**src/rtl/cap_sort_pkg.sv**
```systemverilog
package cap_sort_pkg;

  typedef enum logic [1:0] {
    ST_IDLE   = 2'd0,
    ST_SORT   = 2'd1,
    ST_COMMIT = 2'd2
  } sort_state_e;

  // Width of a ranking key: holds a zero-extended voltage or an absolute
  // predicted deviation without overflow.
  function automatic int key_width(int vw, int iw, int gw, int gf);
    int step_w;
    int pw;
    step_w = iw + gw - gf;
    pw     = ((step_w > vw + 1) ? step_w : vw + 1) + 1;
    return pw + 1;
  endfunction

endpackage

```
**src/rtl/cap_sort_trigger.sv**
```systemverilog
module cap_sort_trigger #(
  parameter int TW = 16
) (
  input  logic          clk,
  input  logic          rst_n,
  input  logic          ext_sel_i,
  input  logic          start_i,
  input  logic [TW-1:0] period_i,
  output logic          fire_o
);

  logic [TW-1:0] tmr_q, tmr_d, limit;
  logic          tmr_hit;

  always_comb begin
    limit   = (period_i == '0) ? '0 : period_i - 1'b1;
    tmr_hit = !ext_sel_i && (tmr_q >= limit);
    if (ext_sel_i || tmr_hit) tmr_d = '0;
    else                      tmr_d = tmr_q + 1'b1;
    fire_o  = ext_sel_i ? start_i : tmr_hit;
  end

  always_ff @(posedge clk or negedge rst_n) begin
    if (!rst_n) tmr_q <= '0;
    else        tmr_q <= tmr_d;
  end

endmodule

```
**src/rtl/cap_sort_keygen.sv**
```systemverilog
module cap_sort_keygen #(
  parameter int N  = 6,
  parameter int VW = 10,
  parameter int IW = 8,
  parameter int GW = 8,
  parameter int GF = 4,
  parameter int KW = 14
) (
  input  logic [N*VW-1:0]        vcap_i,
  input  logic signed [IW-1:0]   iarm_i,
  input  logic signed [GW-1:0]   gain_i,
  input  logic                   pred_en_i,
  input  logic [VW-1:0]          vref_i,
  input  logic [VW-1:0]          tol_i,
  output logic [N-1:0][KW-1:0]   key_o,
  output logic                   pred_sel_o
);

  localparam int PRW = IW + GW;

  logic signed [PRW-1:0] prod, step;
  logic signed [KW-1:0]  step_x, vref_x;
  logic [N-1:0][KW-1:0]  dev, conv;
  logic [KW-1:0]         dev_max;

  assign prod   = iarm_i * gain_i;
  assign step   = prod >>> GF;          // floor division by 2^GF
  assign step_x = KW'(step);
  assign vref_x = signed'(KW'(vref_i));

  for (genvar i = 0; i < N; i++) begin : g_key
    logic [VW-1:0]        v;
    logic signed [KW-1:0] vx, diff;
    assign v       = vcap_i[i*VW +: VW];
    assign vx      = signed'(KW'(v));
    assign diff    = vx + step_x - vref_x;
    assign dev[i]  = diff[KW-1] ? $unsigned(-diff) : $unsigned(diff);
    // Discharging ranks by inverted voltage so ascending keys give highest first.
    assign conv[i] = iarm_i[IW-1] ? KW'(~v) : KW'(v);
    assign key_o[i] = pred_sel_o ? dev[i] : conv[i];
  end

  always_comb begin
    dev_max = '0;
    for (int i = 0; i < N; i++) begin
      if (dev[i] > dev_max) dev_max = dev[i];
    end
  end

  assign pred_sel_o = pred_en_i && (dev_max <= KW'(tol_i));

endmodule

```
**src/rtl/cap_sort_pass.sv**
```systemverilog
module cap_sort_pass #(
  parameter int N  = 6,
  parameter int KW = 14,
  parameter int XW = 3
) (
  input  logic                 odd_i,
  input  logic [N-1:0][KW-1:0] key_i,
  input  logic [N-1:0][XW-1:0] idx_i,
  output logic [N-1:0][KW-1:0] key_o,
  output logic [N-1:0][XW-1:0] idx_o
);

  logic [N-1:0] swap;

  for (genvar i = 0; i < N - 1; i++) begin : g_cmp
    localparam logic PAR = 1'((i % 2) == 1);
    assign swap[i] = (odd_i == PAR) &&
                     ((key_i[i] > key_i[i+1]) ||
                      ((key_i[i] == key_i[i+1]) && (idx_i[i] > idx_i[i+1])));
  end
  assign swap[N-1] = 1'b0;

  for (genvar j = 0; j < N; j++) begin : g_mux
    if (j == 0) begin : g_first
      assign key_o[j] = swap[0] ? key_i[1] : key_i[0];
      assign idx_o[j] = swap[0] ? idx_i[1] : idx_i[0];
    end else if (j == N - 1) begin : g_last
      assign key_o[j] = swap[j-1] ? key_i[j-1] : key_i[j];
      assign idx_o[j] = swap[j-1] ? idx_i[j-1] : idx_i[j];
    end else begin : g_mid
      assign key_o[j] = swap[j-1] ? key_i[j-1] : (swap[j] ? key_i[j+1] : key_i[j]);
      assign idx_o[j] = swap[j-1] ? idx_i[j-1] : (swap[j] ? idx_i[j+1] : idx_i[j]);
    end
  end

endmodule

```
**src/rtl/cap_sort_balancer.sv**
```systemverilog
module cap_sort_balancer
  import cap_sort_pkg::*;
#(
  parameter int N  = 6,
  parameter int VW = 10,
  parameter int IW = 8,
  parameter int GW = 8,
  parameter int GF = 4,
  parameter int TW = 16
) (
  input  logic                    clk,
  input  logic                    rst_n,
  input  logic                    trig_ext_i,
  input  logic                    start_i,
  input  logic [TW-1:0]           period_i,
  input  logic [N*VW-1:0]         vcap_i,
  input  logic signed [IW-1:0]    iarm_i,
  input  logic signed [GW-1:0]    gain_i,
  input  logic                    pred_en_i,
  input  logic [VW-1:0]           vref_i,
  input  logic [VW-1:0]           tol_i,
  input  logic [$clog2(N+1):0]    count_i,
  output logic [N-1:0]            mask_o,
  output logic                    busy_o
);

  localparam int KW = key_width(VW, IW, GW, GF);
  localparam int XW = (N > 1) ? $clog2(N) : 1;
  localparam int CW = $clog2(N + 1);

  // Reset: asserted asynchronously, released on a clock edge.
  logic [1:0] rst_pipe;
  logic       rst_sync_n;

  always_ff @(posedge clk or negedge rst_n) begin
    if (!rst_n) rst_pipe <= 2'b00;
    else        rst_pipe <= {rst_pipe[0], 1'b1};
  end
  assign rst_sync_n = rst_pipe[1];

  logic                 fire;
  logic                 pred_sel;
  logic [N-1:0][KW-1:0] key_new, pass_key;
  logic [N-1:0][XW-1:0] pass_idx;

  sort_state_e          state_q, state_d;
  logic [XW-1:0]        pass_q, pass_d;
  logic [CW-1:0]        cnt_q, cnt_d;
  logic [N-1:0][KW-1:0] key_q, key_d;
  logic [N-1:0][XW-1:0] idx_q, idx_d;
  logic [N-1:0]         mask_q, mask_d;
  logic                 arr_en, mask_en;

  cap_sort_trigger #(.TW(TW)) u_trig (
    .clk       (clk),
    .rst_n     (rst_sync_n),
    .ext_sel_i (trig_ext_i),
    .start_i   (start_i),
    .period_i  (period_i),
    .fire_o    (fire)
  );

  cap_sort_keygen #(
    .N(N), .VW(VW), .IW(IW), .GW(GW), .GF(GF), .KW(KW)
  ) u_key (
    .vcap_i     (vcap_i),
    .iarm_i     (iarm_i),
    .gain_i     (gain_i),
    .pred_en_i  (pred_en_i),
    .vref_i     (vref_i),
    .tol_i      (tol_i),
    .key_o      (key_new),
    .pred_sel_o (pred_sel)
  );

  cap_sort_pass #(.N(N), .KW(KW), .XW(XW)) u_pass (
    .odd_i (pass_q[0]),
    .key_i (key_q),
    .idx_i (idx_q),
    .key_o (pass_key),
    .idx_o (pass_idx)
  );

  // Next-state logic
  always_comb begin
    state_d = state_q;
    pass_d  = pass_q;
    cnt_d   = cnt_q;
    key_d   = key_q;
    idx_d   = idx_q;
    mask_d  = mask_q;
    arr_en  = 1'b0;
    mask_en = 1'b0;
    case (state_q)
      ST_IDLE: begin
        if (fire) begin
          arr_en = 1'b1;
          key_d  = key_new;
          for (int i = 0; i < N; i++) idx_d[i] = XW'(i);
          cnt_d   = (int'(count_i) > N) ? CW'(N) : CW'(count_i);
          pass_d  = '0;
          state_d = ST_SORT;
        end
      end
      ST_SORT: begin
        arr_en = 1'b1;
        key_d  = pass_key;
        idx_d  = pass_idx;
        pass_d = pass_q + 1'b1;
        if (pass_q == XW'(N - 1)) state_d = ST_COMMIT;
      end
      ST_COMMIT: begin
        mask_en = 1'b1;
        mask_d  = '0;
        for (int p = 0; p < N; p++) begin
          if (p < int'(cnt_q)) mask_d[idx_q[p]] = 1'b1;
        end
        state_d = ST_IDLE;
      end
      default: state_d = ST_IDLE;
    endcase
  end

  // Registers
  always_ff @(posedge clk or negedge rst_sync_n) begin
    if (!rst_sync_n) begin
      state_q <= ST_IDLE;
      pass_q  <= '0;
      cnt_q   <= '0;
      mask_q  <= '0;
    end else begin
      state_q <= state_d;
      pass_q  <= pass_d;
      cnt_q   <= cnt_d;
      if (mask_en) mask_q <= mask_d;
    end
  end

  always_ff @(posedge clk or negedge rst_sync_n) begin
    if (!rst_sync_n) begin
      key_q <= '0;
      idx_q <= '0;
    end else if (arr_en) begin
      key_q <= key_d;
      idx_q <= idx_d;
    end
  end

  assign mask_o = mask_q;
  assign busy_o = (state_q != ST_IDLE);

  // Checks
  AST_MASK_HELD: assert property (@(posedge clk) disable iff (!rst_sync_n)
    (state_q != ST_COMMIT) |=> $stable(mask_q));

  AST_POPCOUNT: assert property (@(posedge clk) disable iff (!rst_sync_n)
    (state_q == ST_COMMIT) |=> ($countones(mask_q) == int'(cnt_q)));

  AST_COUNT_SAT: assert property (@(posedge clk) disable iff (!rst_sync_n)
    (int'(cnt_q) <= N));

  AST_PASS_RANGE: assert property (@(posedge clk) disable iff (!rst_sync_n)
    (state_q == ST_SORT) |-> (int'(pass_q) < N));

  AST_PRED_GATE: assert property (@(posedge clk) disable iff (!rst_sync_n)
    pred_sel |-> pred_en_i);

  for (genvar i = 0; i < N - 1; i++) begin : g_order_chk
    AST_SORT_ORDER: assert property (@(posedge clk) disable iff (!rst_sync_n)
      (state_q == ST_COMMIT) |->
        ((key_q[i] < key_q[i+1]) ||
         ((key_q[i] == key_q[i+1]) && (idx_q[i] < idx_q[i+1]))));
  end

endmodule

```
**config.mk**
```make
export PLATFORM = sky130hd
export DESIGN_NAME = cap_sort_balancer
export DESIGN_NICKNAME = d
export VERILOG_FILES = /design/src/rtl/cap_sort_pkg.sv /design/src/rtl/cap_sort_trigger.sv /design/src/rtl/cap_sort_keygen.sv /design/src/rtl/cap_sort_pass.sv /design/src/rtl/cap_sort_balancer.sv
export SDC_FILE = /design/constraint.sdc
export NUM_CORES = 1
export LEC_CHECK = 0
export CAP_MARGIN = 20
export CORE_MARGIN = 4
export CORE_UTILIZATION = 25
export CTS_CLUSTER_SIZE = 10
export DETAILED_ROUTE_END_ITERATION = 10
export HOLD_SLACK_MARGIN = 0.15
export PLACE_DENSITY = 0.39
export SLEW_MARGIN = 10
export SYNTH_ARGS = -nofsm -noshare
export SYNTH_HDL_FRONTEND = slang
export SYNTH_HIERARCHICAL = 1
export SYNTH_SLANG_ARGS = --single-unit
```
**constraint.sdc**
```tcl
create_clock -name clk -period 10.4 [get_ports clk]
set_input_delay 2.08 -clock clk [delete_from_list [all_inputs] [get_ports clk]]
set_output_delay 2.08 -clock clk [all_outputs]
set_load 0.02 [all_outputs]
```
**Word-level counts from Yosys, hierarchy flattened**

Index checks and enable logic that the tools add are counted.

- Register bits: 134
- Input port bits: 121
- Output and inout port bits: 7
- Word-level logic and storage cells: 227

- Add/sub/neg operators: 21
- $mul: 1
- Magnitude comparators: 37
- Equality and inequality tests: 16
- Mux-type cells: 83
- Bitwise gates (word level): 12
- Reductions and logical operators: 39

Operators by type and width:

| operator | count |
|---|---|
| $mux W14 | 34 |
| $pmux W84 S2 | 1 |
| $gt A14 B14 Y1 | 10 |
| $mux W84 | 1 |
| $neg A14 Y14 | 6 |
| $not A10 Y14 | 6 |
| $sub A14 B11 Y14 | 6 |
| $add A11 B12 Y13 | 6 |
| $eq A14 B14 Y1 | 5 |
| $mux W6 | 11 |
| $mux W3 | 12 |
| $pmux W18 S2 | 1 |
| $mux W16 | 2 |
| $or A6 B6 Y6 | 5 |
| $lt A3 B4 Y1 const B | 6 |
| $reduce_and A4 Y1 | 6 |
| $demux W1 S3 | 6 |
| $ge A3 B1 Y1 const B | 6 |
| $logic_and A1 B1 Y1 | 18 |
| $mux W18 | 1 |
| $add A16 B1 Y16 const B | 1 |
| $ge A16 B16 Y1 | 1 |
| $logic_not A16 Y1 | 1 |
| $mul A8 B8 Y16 | 1 |
| other kinds (26) | 56 |

**Depth between registers and ports, before layout**

- Depth in word-level cells: 22
- Mapped depth: 125
- Mapped depth without buffers: 113

**Hierarchy**

The synthesis kept the hierarchy.

By module, submodules not included:

| module | times used | cells each | area an instance (um^2) | sequential area each (um^2) |
|---|---|---|---|---|
| cap_sort_keygen | 1 | 1814 | 13897.1 | 0.0 |
| cap_sort_balancer | 1 | 622 | 5351.4 | 2952.8 |
| cap_sort_pass | 1 | 642 | 4698.3 | 0.0 |
| cap_sort_trigger | 1 | 173 | 1451.4 | 400.4 |

**Worst setup path after synthesis**

Ideal clock, no wire load.

- Path type: in2reg
- Start point: input iarm_i[7]
- End point: register key_q[38] (netlist name)
- Library setup time: 0.141 ns
- Data arrival time: 23.243 ns
- Data required time: 10.259 ns
- Slack: -12.984 ns
- Stages on the path: 119
- Path buffers: 12
- Cell sequence: clkbuf_1 buf_1 clkbuf_1 and2_1 ha_1 inv_1 fa_1 inv_1 fa_1 inv_1 fa_1 inv_1 ha_1 o21a_1 o31a_1 o21ai_0 nand2b_1 xnor2_1 [... 83 more ...] a21oi_1 nor2b_1 o21ai_0 nand2b_1 a21oi_1 nor2b_1 o21ai_0 nand2b_1 a21oi_1 o21ai_0 or4_1 o21a_1 buf_4 inv_4 buf_6 mux2_4 nand2_1 a31oi_1

RTL lines:

| element | line | text |
|---|---|---|
| start: declaration | cap_sort_balancer.sv:17 | `input logic signed [IW-1:0] iarm_i,` |
| end signal: assignment | cap_sort_balancer.sv:144 | `key_q <= key_d;` |
| end: declaration | cap_sort_balancer.sv:49 | `logic [N-1:0][KW-1:0] key_q, key_d;` |

==> results.json <==
{
  "required_ns": 10.77,
  "crit_top_cell": "buf_4",
  "cts.sinks": 134,
  "dp_hpwl_um": 85100,
  "synth_edf_count": 0,
  "maxSlewHeadroom_pct": 29.6,
  "setup_tns_ns": -850.52,
  "syn_area_per_cell_sq_um": 7.81,
  "antenna_found_initial": 1,
  "period_needed_ns": 20.61,
  "synthToLayoutAreaGrowth_pct": 42.6,
  "die_w_um": 327,
  "grt_pass1_vias": 26000,
  "netlist_area_sq_mm": 0.0254,
  "grt_max_degree": 135,
  "path_delay_family": "compound AO/OA/AOI/OAI gates",
  "critPathMaxStageDelay_ns": 0.53,
  "core_sq_mm": 0.100,
  "std_cell_rows": 116,
  "whs_ns": 0.225,
  "clock_path_buffers": 2,
  "syn_inst": 3251,
  "vias": 26000,
  "most-common-layout-cells": "797 x buf_4, 351 x inv_1, 295 x nand2_1",
  "io_pins": 128,
  "critPathKind": "in -> reg",
  "critPathLaunchType": "primary input",
  "yosysWarningCount": 6,
  "slowest_stage": "fa_1",
  "first_iter_violations": 1487,
  "insertion_delay_ns": 0.45,
  "dr.pass1.iters": 6,
  "yosysSeqAreaShare_pct": 13.2,
  "num_antenna_cells": 0,
  "numPortBuffers": 127,
  "report.final.slew_viol_count": 0,
  "chipHeight_um": 327,
  "hold_violations": 0,
  "crit_arrival_ns": 20.98,
  "max_freq_mhz": 48.5,
  "grt_setup_unrepaired": "yes",
  "final_common_cell": "buf_4",
  "synthArstFlopShare_pct": 100,
  "grt_use_total_pct": 18.8,
  "cts.htree.levels": 4,
  "synth-seq-cells": 134,
  "final_layout_size_suffix_gt1_share_pct": 29.7,
  "drc": 0,
  "root_buffer": "clkbuf_16",
  "maxCapViolCount": 0,
  "cts_buffers": 17,
  "worst-path-max-fanout": 20,
  "cts_hold_buffers": 0,
  "ys.flop_type": "dfrtp_1",
  "path_buf_inv": 38,
  "finalCritPeriodShare_pct": 198,
  "synth.distinct_cells": 113,
  "cts_tree": "done",
  "clk_pin_slew_worst_paths_ns": 0.07,
  "setup_viol": 84,
  "r2r_slack_ns": 6.38,
  "layout.nets": 4605,
  "grt_remaining_overflow": 0,
  "violations": "setup timing",
  "worst_slew_pin_slew_ns": 1.05,
  "clock_skew_ns": 0.0170,
  "hold_class": "reg -> async",
  "start_util_pct": 25.3,
  "die-area_sq_mm": 0.107,
  "post_drt_wl_per_cell_um": 18.9,
  "antenna_left": 0,
  "wirelength_um": 103000,
  "place_congestion": 0.872,
  "viasPerCell": 4.76,
  "setup_slack_ns": -10.21,
  "grt_pass1_wl_um": 157000,
  "end_kind": "flip-flop",
  "status": "finished with violations"
}
## cells in the mapped netlist, drive strengths merged, types with 20 or more instances
master | count | area, sq um
xnor2 | 162 | 1430
a31oi | 106 | 663
nand4 | 26 | 184
a211oi | 27 | 218
xor2 | 69 | 604
dfrtp | 134 | 3350
o21a | 38 | 287
nor3 | 45 | 245
nor4 | 24 | 150
a32oi | 108 | 972
buf | 74 | 458
nor2 | 279 | 1050
mux2 | 45 | 601
inv | 366 | 1380
nand3 | 59 | 310
mux2i | 72 | 721
a21o | 38 | 285
nor2b | 34 | 213
ha | 290 | 3630
nand2b | 42 | 265
clkbuf | 79 | 298
fa | 98 | 1960
and2 | 50 | 313
o21bai | 20 | 161
nand2 | 304 | 1140
a21oi | 159 | 807
o21ai | 226 | 1180
## worst register-to-register path, stage by stage, from the launching register on
cell and delay, ns:
dfrtp_1 0.45, ha_1 0.33, nand2_1 0.05, o21ai_0 0.17
a41oi_1 0.18, o41ai_2 0.30, buf_4 0.27, a21boi_0 0.38
nor2_1 0.14, nor2_4 0.79, buf_12 0.49, nor2_1 0.20
a31oi_1 0.18
## worst paths after layout
kind,startpoint,endpoint,cells past startpoint
setup / recovery,iarm_i[6],key_q[56],115
hold / removal,rst_pipe[1],idx_q[11],0
setup reg to reg,u_trig/tmr_q[2],key_q[52],12
hold reg to reg,rst_pipe[1],idx_q[11],0
max in group asynchronous,rst_n,rst_pipe[1],1
min in group clk,rst_pipe[0],rst_pipe[1],0
## cell type report
class / instances / area [sq um]
repair buffers: 970 / 7960
clock buffers: 19 / 433
well taps: 1357 / 1700
clock inverters: 13 / 125
flip-flops and latches: 134 / 3360
multi-input cells: 2606 / 21300
fillers: 10800 / 64200
inverters: 367 / 1390
## state kept, by name (all words and copies together), names as in the netlist
name and flops:
key_q 84, pass_q 3, cnt_q 3, idx_q 18, rst_pipe 2, state_q 2
mask_o 6, u_trig/tmr_q 16
## cell families (layout without fill, tap and decap cells)
family,after synthesis,in the layout,share of synthesized area (%)
simple gates,962,962,18.2
other cells,3,11,0.0443
fa+ha+maj,390,390,22.1
flops,134,134,13.2
mux,117,117,5.20
compound gates,894,895,24.8
buf+inv,520,1369,8.41
xor+xnor,231,231,8.03
## metal layers
| layer | up-vias | GRT usage [%] | wire [um] | part of all wire, % |
|---|---|---|---|---|
| li1 | 13200 | - | - | - |
| met1 | 12300 | 25.1 | 47900 | 46 |
| met2 | 394 | 33.6 | 51300 | 50 |
| met3 | 60 | 0.898 | 2170 | 2.1 |
| met4 | 0 | 3.76 | 1810 | 1.7 |
| met5 | - | 0 | 0 | 0 |
## per-stage QoR
step	setup WS, ns	cell area [sq um]	instances	utilization (%)
after detailed placement	-11.99	33800	5347	33.7
after floorplan	-10.52	25800	3259	-
final	-10.21	36200	5466	36.1
after global placement	-11.90	33800	5346	33.7
after CTS	-10.04	35400	5438	35.3
after global routing	-11.24	36200	5466	36.1
## timing repair
| item | 4_1_cts | 5_1_grt |
|---|---|---|
| setup endpoints to repair | 84 | 84 |
| buffers inserted | 58 | 26 |
| pin swaps | 57 | 59 |
| gates resized for setup | 188 | 124 |
| gates cloned | 1 | 2 |
Power is left out: the tool's default activity adds up to more than one toggle a clock period on the data nets, which glitch-free logic cannot reach.
